### src/rtl/audclk_pkg.sv
package audclk_pkg;

  // strobes from the framer (control) to the divider chain (datapath)
  typedef struct packed {
    logic run;
    logic clear;
  } ctlStrobes_t;

  // events reported by the divider chain back to the framer
  typedef struct packed {
    logic hfEdge;
    logic bitToggle;
    logic bitRise;
  } dpEvents_t;

endpackage

### src/rtl/audclk_divchain.sv
module audclk_divchain
  import audclk_pkg::*;
#(
  parameter int HF_SEL_W    = 12,
  parameter int BIT_SEL_W   = 5,
  parameter int SYNC_STAGES = 2
) (
  input  logic                 clk,
  input  logic                 rst,
  input  ctlStrobes_t          ctl,
  input  logic                 srcSelQ,
  input  logic                 extClk,
  input  logic [HF_SEL_W-1:0]  hfLim,
  input  logic [BIT_SEL_W-1:0] bitLim,
  output dpEvents_t            ev,
  output logic                 mclkQ,
  output logic                 phaseQ
);

  localparam int SYNC_MSB = SYNC_STAGES - 1;

  logic [SYNC_MSB:0]    extSync;
  logic                 extPrev;
  logic                 srcEdge;
  logic [HF_SEL_W-1:0]  hfCnt;
  logic [BIT_SEL_W-1:0] bitCnt;
  logic                 hfWrap;
  logic                 bitWrap;

  // external pin synchroniser, one flop per stage
  genvar s;
  generate
    for (s = 0; s < SYNC_STAGES; s++) begin : gSync
      if (s == 0) begin : gFirst
        always_ff @(posedge clk) begin
          if (rst) extSync[s] <= 1'b0;
          else     extSync[s] <= extClk;
        end
      end else begin : gNext
        always_ff @(posedge clk) begin
          if (rst) extSync[s] <= 1'b0;
          else     extSync[s] <= extSync[s-1];
        end
      end
    end
  endgenerate

  always_ff @(posedge clk) begin
    if (rst) extPrev <= 1'b0;
    else     extPrev <= extSync[SYNC_MSB];
  end

  // every system cycle is one internal reference half-period;
  // every pin transition is one external half-period
  always_comb begin
    if (srcSelQ) srcEdge = extSync[SYNC_MSB] ^ extPrev;
    else         srcEdge = 1'b1;
  end

  assign hfWrap  = (hfCnt == hfLim);
  assign bitWrap = (bitCnt == bitLim);

  always_comb begin
    ev.hfEdge    = ctl.run && srcEdge && hfWrap;
    ev.bitToggle = ev.hfEdge && bitWrap;
    ev.bitRise   = ev.bitToggle && !phaseQ;
  end

  // first stage: high-frequency divider
  always_ff @(posedge clk) begin
    if (rst || ctl.clear) begin
      hfCnt <= '0;
      mclkQ <= 1'b0;
    end else if (ctl.run && srcEdge) begin
      if (hfWrap) begin
        hfCnt <= '0;
        mclkQ <= ~mclkQ;
      end else begin
        hfCnt <= hfCnt + 1'b1;
      end
    end
  end

  // second stage: bit clock divider
  always_ff @(posedge clk) begin
    if (rst || ctl.clear) begin
      bitCnt <= '0;
      phaseQ <= 1'b0;
    end else if (ev.hfEdge) begin
      if (bitWrap) begin
        bitCnt <= '0;
        phaseQ <= ~phaseQ;
      end else begin
        bitCnt <= bitCnt + 1'b1;
      end
    end
  end


  no_overflow_chk: assert property (@(posedge clk) disable iff (rst)
    hfCnt <= hfLim);


  bit_count_range_chk: assert property (@(posedge clk) disable iff (rst)
    bitCnt <= bitLim);


  phase_only_on_hf_chk: assert property (@(posedge clk) disable iff (rst)
    (ctl.run && !ev.hfEdge) |=> (phaseQ == $past(phaseQ)));

endmodule

### src/rtl/audclk_framer.sv
module audclk_framer
  import audclk_pkg::*;
#(
  parameter int HF_SEL_W      = 12,
  parameter int BIT_SEL_W     = 5,
  parameter int SLOT_SEL_W    = 5,
  parameter int WIDTH_SEL_W   = 5,
  parameter int MIN_SLOT_BITS = 8
) (
  input  logic                   clk,
  input  logic                   rst,
  input  logic                   enable,
  input  logic                   srcSel,
  input  logic [HF_SEL_W-1:0]    hfDivSel,
  input  logic [BIT_SEL_W-1:0]   bitDivSel,
  input  logic [SLOT_SEL_W-1:0]  slotCountSel,
  input  logic [WIDTH_SEL_W-1:0] slotWidthSel,
  input  logic                   invertBclk,
  input  dpEvents_t              ev,
  output ctlStrobes_t            ctl,
  output logic                   srcSelQ,
  output logic                   invQ,
  output logic [HF_SEL_W-1:0]    hfLimQ,
  output logic [BIT_SEL_W-1:0]   bitLimQ,
  output logic                   frameSync
);

  localparam int POS_W = SLOT_SEL_W + WIDTH_SEL_W + 2;
  localparam logic [WIDTH_SEL_W-1:0] WIDTH_FLOOR = WIDTH_SEL_W'(MIN_SLOT_BITS - 1);

  logic [SLOT_SEL_W-1:0]  slotsQ;
  logic [WIDTH_SEL_W-1:0] widthQ;
  logic [SLOT_SEL_W:0]    slotNum;
  logic [WIDTH_SEL_W:0]   bitsPerSlot;
  logic [POS_W-1:0]       frameLen;
  logic [POS_W-1:0]       posLast;
  logic [POS_W-1:0]       posCnt;
  logic                   frameLoad;

  always_comb begin
    ctl.run   = enable;
    ctl.clear = !enable;
  end

  assign frameLoad = ev.bitRise && (posCnt == '0);

  // shadow configuration: follows inputs while idle, latched per frame
  always_ff @(posedge clk) begin
    if (rst) begin
      srcSelQ <= 1'b0;
      invQ    <= 1'b0;
      hfLimQ  <= '0;
      bitLimQ <= '0;
      slotsQ  <= '0;
      widthQ  <= '0;
    end else if (!enable || frameLoad) begin
      srcSelQ <= srcSel;
      invQ    <= invertBclk;
      hfLimQ  <= hfDivSel;
      bitLimQ <= bitDivSel;
      slotsQ  <= slotCountSel;
      widthQ  <= slotWidthSel;
    end
  end

  always_comb begin
    slotNum = {1'b0, slotsQ} + 1'b1;
    if (widthQ < WIDTH_FLOOR) bitsPerSlot = (WIDTH_SEL_W+1)'(MIN_SLOT_BITS);
    else                      bitsPerSlot = {1'b0, widthQ} + 1'b1;
    frameLen = POS_W'(slotNum) * POS_W'(bitsPerSlot);
    posLast  = frameLen - POS_W'(1);
  end

  // frame position counts bit starts; sync marks the first bit
  always_ff @(posedge clk) begin
    if (rst || !enable) begin
      posCnt    <= '0;
      frameSync <= 1'b0;
    end else if (ev.bitRise) begin
      frameSync <= (posCnt == '0);
      if (posCnt == posLast) posCnt <= '0;
      else                   posCnt <= posCnt + 1'b1;
    end
  end


  sync_one_bit_chk: assert property (@(posedge clk) disable iff (rst)
    (enable && frameSync && ev.bitRise) |=> !frameSync);


  shadow_hold_chk: assert property (@(posedge clk) disable iff (rst)
    (enable && !frameLoad) |=> (hfLimQ == $past(hfLimQ) && bitLimQ == $past(bitLimQ)));


  idle_sync_chk: assert property (@(posedge clk) disable iff (rst)
    !enable |=> !frameSync);


  pos_range_chk: assert property (@(posedge clk) disable iff (rst)
    posCnt <= posLast);

endmodule

### src/rtl/audclk_gen.sv
module audclk_gen
  import audclk_pkg::*;
#(
  parameter int HF_SEL_W      = 12,
  parameter int BIT_SEL_W     = 5,
  parameter int SLOT_SEL_W    = 5,
  parameter int WIDTH_SEL_W   = 5,
  parameter int MIN_SLOT_BITS = 8,
  parameter int SYNC_STAGES   = 2
) (
  input  logic                   clk,
  input  logic                   rst,
  input  logic                   enable,
  input  logic                   srcSel,
  input  logic                   extClk,
  input  logic [HF_SEL_W-1:0]    hfDivSel,
  input  logic [BIT_SEL_W-1:0]   bitDivSel,
  input  logic [SLOT_SEL_W-1:0]  slotCountSel,
  input  logic [WIDTH_SEL_W-1:0] slotWidthSel,
  input  logic                   invertBclk,
  output logic                   mclkOut,
  output logic                   bitClk,
  output logic                   frameSync
);

  ctlStrobes_t          ctl;
  dpEvents_t            ev;
  logic                 srcSelQ;
  logic                 invQ;
  logic [HF_SEL_W-1:0]  hfLimQ;
  logic [BIT_SEL_W-1:0] bitLimQ;
  logic                 phaseQ;

  audclk_framer #(
    .HF_SEL_W(HF_SEL_W), .BIT_SEL_W(BIT_SEL_W), .SLOT_SEL_W(SLOT_SEL_W),
    .WIDTH_SEL_W(WIDTH_SEL_W), .MIN_SLOT_BITS(MIN_SLOT_BITS)
  ) uFramer (
    .clk(clk), .rst(rst), .enable(enable), .srcSel(srcSel),
    .hfDivSel(hfDivSel), .bitDivSel(bitDivSel),
    .slotCountSel(slotCountSel), .slotWidthSel(slotWidthSel),
    .invertBclk(invertBclk), .ev(ev), .ctl(ctl),
    .srcSelQ(srcSelQ), .invQ(invQ), .hfLimQ(hfLimQ), .bitLimQ(bitLimQ),
    .frameSync(frameSync)
  );

  audclk_divchain #(
    .HF_SEL_W(HF_SEL_W), .BIT_SEL_W(BIT_SEL_W), .SYNC_STAGES(SYNC_STAGES)
  ) uChain (
    .clk(clk), .rst(rst), .ctl(ctl), .srcSelQ(srcSelQ), .extClk(extClk),
    .hfLim(hfLimQ), .bitLim(bitLimQ), .ev(ev), .mclkQ(mclkOut), .phaseQ(phaseQ)
  );

  assign bitClk = phaseQ ^ invQ;


  idle_level_chk: assert property (@(posedge clk) disable iff (rst)
    (!enable && !ctl.run) |=> (bitClk == invQ));

endmodule

### config.mk
export PLATFORM = sky130hd
export DESIGN_NAME = audclk_gen
export DESIGN_NICKNAME = d
export VERILOG_FILES = /design/src/rtl/audclk_pkg.sv /design/src/rtl/audclk_divchain.sv /design/src/rtl/audclk_framer.sv /design/src/rtl/audclk_gen.sv
export SDC_FILE = /design/constraint.sdc
export NUM_CORES = 1
export LEC_CHECK = 0
export BUFFER_PORTS_ARGS = -buffer_cell sky130_fd_sc_hd__buf_2
export CAP_MARGIN = 0
export CORE_MARGIN = 1.5
export CORE_UTILIZATION = 61
export CTS_BUF_LIST = sky130_fd_sc_hd__clkbuf_16
export CTS_CLUSTER_DIAMETER = 50
export DETAILED_ROUTE_END_ITERATION = 16
export PLACE_DENSITY = 0.82
export RECOVER_POWER = 100
export SKIP_CTS_REPAIR_TIMING = 1
export SLEW_MARGIN = 20
export SYNTH_ARGS = -nofsm -noshare
export SYNTH_HDL_FRONTEND = slang
export SYNTH_SLANG_ARGS = --single-unit
### constraint.sdc
create_clock -name clk -period 5.7 [get_ports clk]
set_input_delay 0.57 -clock clk [delete_from_list [all_inputs] [get_ports clk]]
set_output_delay 0.57 -clock clk [all_outputs]
set_load 0.02 [all_outputs]
==> out/results.txt, run 1 <==
run status - finished with violations
failing checks - capacitance limit, slew limit
row count - 30
post-synthesis mux area share - 7.254%
Routed Antenna Nets - 0
Rel. slew slack - -28.92%
post-synth top area cell - dfxtp_1
synthesized area per cell - 8.831 sq um
starting density of the core - 63.93%
gr ovfl total - 0
worst ir drop on vdd - 249.0 uV
final hold vios - 0
largest family of logic cells by synthesized area - simple AND/OR/NAND/NOR gates
global routing usage on met3 - 5.655%
H-tree depth - 3
Pleak - 2.230 nW
Final TNS setup - 0 ns
routed wire length - 9.680 mm
Pwr Density - 282.9 nW/um^2
chip width - 88.08 um
register area share after synthesis - 29.02%
most frequent cells after synthesis - nor2_1, dfxtp_1, xor2_1
critical path data arrival time - 5.53 ns
Slew Viols, Final - 54
gpl congestion - 0.9257
Starting DRT DRC Count - 238
synth warn - 0
initial antenna violation count - 0
fin area - 4918 sq um
area of the core - 6907 sq um
EDFF count, synth - 0
crit share post-route - 93.71%
global-route wire length before repair - 15.91 mm
Syn Std Cell Area - 4415 sq um
share of cells above drive strength 1 - 9.311%
chip height - 88.08 um
DP HPWL - 6.802 mm
minimum clock period after layout - 5.341 ns
# DRC - 0
global routing's busiest layer - met2
largest net degree at the start of global routing - 36
area of the multi-input gates - 2904 sq um
Layout Nets - 619
Worst-Skew Late Latency - 0.33 ns
CTS tree - done
Post-Synth Adder-Cell Area - 18.36%
fraction of registers with async set or reset after synthesis - 0%
Global Route met1 Usage - 32.92%
DIE AREA - 7758 sq um
total CTS buffers - 9
Syn Nets - 587
Synth Area in XOR/XNOR - 14.28%
clock skew - 0.006259 ns
CP Class - register to register
setup violators final - 0
post-synthesis compound-gate area fraction - 4.959%
Synth cell types - 43
IO Port Bufs - 35
required time of the critical path - 5.88 ns
Worst Max-Slew Pin Slew - 1.921 ns
ANT cells - 0
startpoint types - register
Power Total - 1.391 mW
Vias per Instance - 5.624
first-pass detailed-route iteration total - 6
crit path max fanout - 12
flop2flop setup slack - 0.36 ns
RSZ-0062 raised after global routing - false
gr usage total - 26.52%
worst hold path type - register to register
maxcap violations - 2
met2 Track Usage GR - 45.52%
area of placed instances - 4646 sq um
DR vias - 3560
Sequential Area - 1281 sq um
post-DR wirelength/cell - 15.29 um
synthesized instance count - 500
Synth area leaders - dfxtp_1, ha_1, fa_1, xor2_1, mux2i_1
clock sink count - 64
count leader, synth - nor2_1
root buf cell - clkbuf_16
Max clock buf depth - 2
main flop type after synthesis - dfxtp_1
Max Freq - 0.1872 GHz
Critical Path Sink Type - register
Post-Synth Simple-Gate Area - 21.00%
share of the synthesized area in the top cell type - 29.02%
I/O pins - 36
# fillers - 535
#FFs+latches synth - 64
vias in the first global route - 3446
Clk pin slew, worst setup/hold paths - 0.06 ns
P&R area growth vs syn - 11.39%
-- worst max-delay path, stage by stage, from the launching register on --
cell and delay, ns:
dfxtp_1 0.49, ha_1 0.24, xor2_1 0.43, nand2_1 0.15
fa_1 0.57, fa_1 0.44, fa_1 0.55, inv_1 0.05
fa_1 0.41, ha_1 0.35, a2111o_1 0.44, o2111ai_1 0.25
a21oi_1 0.11, and3b_1 0.21, nor4b_2 0.19, buf_4 0.23
nor3_1 0.08
-- through the flow --
stage / worst slack (ns) / hold WS (ns) / cells / util (%)
floorplan: 0.8065 / 0.4138 / 500 / -
global placement: 0.6875 / 0.4249 / 617 / 67.26
detailed placement: 0.4823 / 0.4308 / 617 / 67.26
CTS: 0.4122 / 0.4362 / 633 / 71.45
global route: 0.06197 / 0.4524 / 633 / 71.21
finish: 0.3588 / 0.4372 / 633 / 71.21
-- registers in the layout, indices dropped and copies added, names as in the netlist --
register and flops:
uChain.mclkQ 1, uFramer.slotsQ 5, uFramer.frameSync 1, uChain.bitCnt 5, uFramer.hfLimQ 12, uFramer.widthQ 5, uFramer.posCnt 12, uFramer.bitLimQ 5
uChain.phaseQ 1, uFramer.invQ 1, uChain.extPrev 1, uChain.extSync 2, uChain.hfCnt 12, uFramer.srcSelQ 1
-- cell usage in the layout, fill, tap and decap left out, types with 14 or more instances in the layout --
| master | instances |
|---|---|
| nor2_1 | 71 |
| dfxtp_1 | 64 |
| xor2_1 | 39 |
| inv_1 | 38 |
| ha_1 | 36 |
| xnor2_1 | 33 |
| mux2i_1 | 32 |
| buf_2 | 31 |
| nand2_1 | 27 |
| fa_1 | 18 |
| nor3_1 | 17 |
| nand3_1 | 14 |
| and3_1 | 14 |
-- area by class of cell --
type / count / share of cell area (%)
clock inverters: 7 / 1.297
flip-flops and latches: 64 / 26.05
multi-input cells: 383 / 59.04
well taps: 96 / 2.442
inverters: 37 / 2.824
clock buffers: 9 / 4.579
repair buffers: 37 / 3.765
-- metal layers --
layer  wire, um  part of all wire [%]  vias to the layer above
met5          0                     0                        -
met2       4854                    50                       97
met3        372                   3.8                       22
met1       4237                    44                     1697
met4        215                   2.2                        0
li1           -                     -                     1744
-- where the power goes --
| part | leakage, nW | internal, mW | switching (mW) |
|---|---|---|---|
| registers | 0.522 | 0.463 | 0.0158 |
| clock network | 0.144 | 0.334 | 0.198 |
| logic | 1.56 | 0.167 | 0.213 |
| total | 2.23 | 0.965 | 0.427 |
-- worst paths after layout --
path,startpoint,to,cells past startpoint
setup reg to reg,uFramer.slotsQ[0],uFramer.posCnt[0],16
hold / removal,uChain.extSync[0],uChain.extSync[1],1
hold reg to reg,uChain.extSync[0],uChain.extSync[1],1
setup / recovery,uFramer.slotsQ[0],uFramer.posCnt[0],16
-- cell families (layout without fill, tap and decap cells) --
| family | after synthesis | after routing |
|---|---|---|
| compound gates | 35 | 35 |
| xor+xnor | 72 | 72 |
| fa+ha+maj | 54 | 54 |
| buf+inv | 53 | 90 |
| flops | 64 | 64 |
| mux | 32 | 32 |
| simple gates | 190 | 190 |
(Power assumes the default switching activity.)
==> inputs of run 2 (changes only) <==
Settings changed: SYNTH_HIERARCHICAL set to 1.
==> out/results.txt, run 2 <==
post-DR wirelength/cell - 14.61 um (-4.4%)
run status - finished with violations
Routed Antenna Nets - 0 (unchanged)
first-pass detailed-route iteration total - 5 (-1)
ANT cells - 0 (unchanged)
clock sink count - 64 (unchanged)
Worst Max-Slew Pin Slew - 1.550 ns (-0.3706 ns)
worst hold path type - register to register
Rel. slew slack - -3.359% (+26 points)
Pleak - 2.228 nW (about the same)
largest net degree at the start of global routing - 37 (+2.8%)
met1 wire length - 4.142 mm (-2.2%)
routed wl met3 - 499 um (+34%)
failing checks - capacitance limit, slew limit
total CTS buffers - 9 (unchanged)
Max clock buf depth - 2 (unchanged)
setup violators final - 0 (unchanged)
crit share post-route - 96.29% (+2.6 points)
commonest non-fill, non-tap cell in the layout - nand2_1
gpl congestion - 0.9152 (-1.1%)
critical path data arrival time - 5.71 ns (+0.18 ns)
DIE AREA - 7805 sq um (+0.60%)
routed wire length - 9.893 mm (+2.2%)
gr ovfl total - 0 (unchanged)
I/O pins - 36 (unchanged)
DR vias - 3877 (+8.9%)
area of the core - 6907 sq um (unchanged)
most frequent cells in the layout - nand2_1, dfxtp_1, xor2_1, nor2_1, a21oi_1
minimum clock period after layout - 5.488 ns (+0.1471 ns)
root buf cell - clkbuf_16
post-place setup slack - 0.1013 ns (-0.3810 ns)
IO Port Bufs - 35 (unchanged)
final hold vios - 0 (unchanged)
Pwr Density - 262.8 nW/um^2 (-7.1%)
Worst-Skew Late Latency - 0.33 ns (about the same)
Critical Path Sink Type - register
vias in the first global route - 3663 (+6.3%)
# DRC - 0 (unchanged)
Final Util - 72.70% (+1.5 points)
initial antenna violation count - 0 (unchanged)
Max Freq - 0.1822 GHz (-2.7%)
H-tree depth - 3 (unchanged)
clock skew - 0.01117 ns (+0.004911 ns)
startpoint types - register
DR WL met2 - 5.089 mm (+4.8%)
P&R area growth vs syn - 13.01%
synth warn - 6 (+6)
Layout Nets - 663 (+7.1%)
# fillers - 562 (+5.0%)
Vias per Instance - 5.727 (+1.8%)
synthesized instance count - 537 (+7.4%)
maxcap violations - 1 (-1)
Syn Nets - 624 (+6.3%)
Slew Viols, Final - 37 (-31%)
synthesized area per cell - 8.274 sq um (-6.3%)
Starting DRT DRC Count - 243 (+2.1%)
worst ir drop on vdd - 224.8 uV (-9.7%)
gr usage total - 26.69% (+0.17 points)
Clk pin slew, worst setup/hold paths - 0.05 ns (about the same)
required time of the critical path - 5.92 ns (+0.04 ns)
global-route wire length before repair - 16.29 mm (+2.4%)
crit path max fanout - 9 (-3)
CP Class - register to register
DP HPWL - 7.260 mm (+6.7%)
starting density of the core - 64.33% (+0.40 points)
top sig layer - met4
Final WS setup - 0.2117 ns (-0.1471 ns)
share of cells above drive strength 1 - 11.36% (+2.0 points)
CTS tree - done
chip height - 88.35 um (+0.30%)
top flop regs - uChain/hfCnt x12, uFramer/hfLimQ x12, uFramer/posCnt x12
Syn Std Cell Area - 4443 sq um (+0.62%)
chip width - 88.35 um (+0.30%)
row count - 30 (unchanged)
[run 2: critical path, cell delays in order, from the launching register on]
cell and delay (ns):
dfxtp_1 0.40, and3_1 0.26, nor3b_1 0.08, a21oi_2 0.24, nand2_1 0.12, fa_1 0.56
fa_1 0.44, fa_1 0.55, inv_1 0.06, fa_1 0.41, ha_1 0.38, a21o_1 0.21
a221oi_1 0.36, o32ai_1 0.15, or4_4 0.59, o41ai_4 0.31, buf_4 0.22, nor2_1 0.06
[run 2: where the power goes]
| part | internal [mW] | switching [mW] | leakage [nW] |
|---|---|---|---|
| logic | 0.155 | 0.209 | 1.57 |
| clock network | 0.289 | 0.190 | 0.134 |
| registers | 0.462 | 0.0141 | 0.522 |
[run 2: final cells by class]
| class | instances | area (sq um) | share of cell area [%] |
|---|---|---|---|
| Clock buffer | 9 | 225.2 | 4.485 |
| Clock inverter | 7 | 41.29 | 0.8223 |
| Inverter | 38 | 142.6 | 2.841 |
| Multi-Input combinational cell | 419 | 2975 | 59.26 |
| Sequential cell | 64 | 1282 | 25.54 |
| Tap cell | 96 | 120.1 | 2.392 |
| Timing Repair Buffer | 44 | 234.0 | 4.660 |
[run 2: through the flow]
stage	total power, mW	instances	hold slack [ns]	TNS [ns]	cell area (sq um)
after CTS	1.325	673	0.4568	0	4981
after global placement	0.8299	657	0.4231	0	4715
after floorplan	0.7648	537	0.4138	0	4443
final	1.320	677	0.4570	0	5021
after global routing	1.392	677	0.4751	-0.1107	5021
after detailed placement	0.8392	657	0.4490	0	4715
[run 2: final timing paths]
kind	startpoint	endpoint	slack, ns	depth (start not counted)
setup / recovery	uFramer/widthQ[2]	uFramer/posCnt[7]	0.21	17
setup reg to reg	uFramer/widthQ[2]	uFramer/posCnt[7]	0.21	17
hold reg to reg	uChain/extSync[0]	uChain/extSync[1]	0.46	1
hold / removal	uChain/extSync[0]	uChain/extSync[1]	0.46	1
[run 2: routing by layer]
layer  vias up  global-route usage, %
met2       123                  46.84
met4         0                  9.659
met3        23                  5.410
li1       1886                      -
met5         -                      0
met1      1845                  32.46
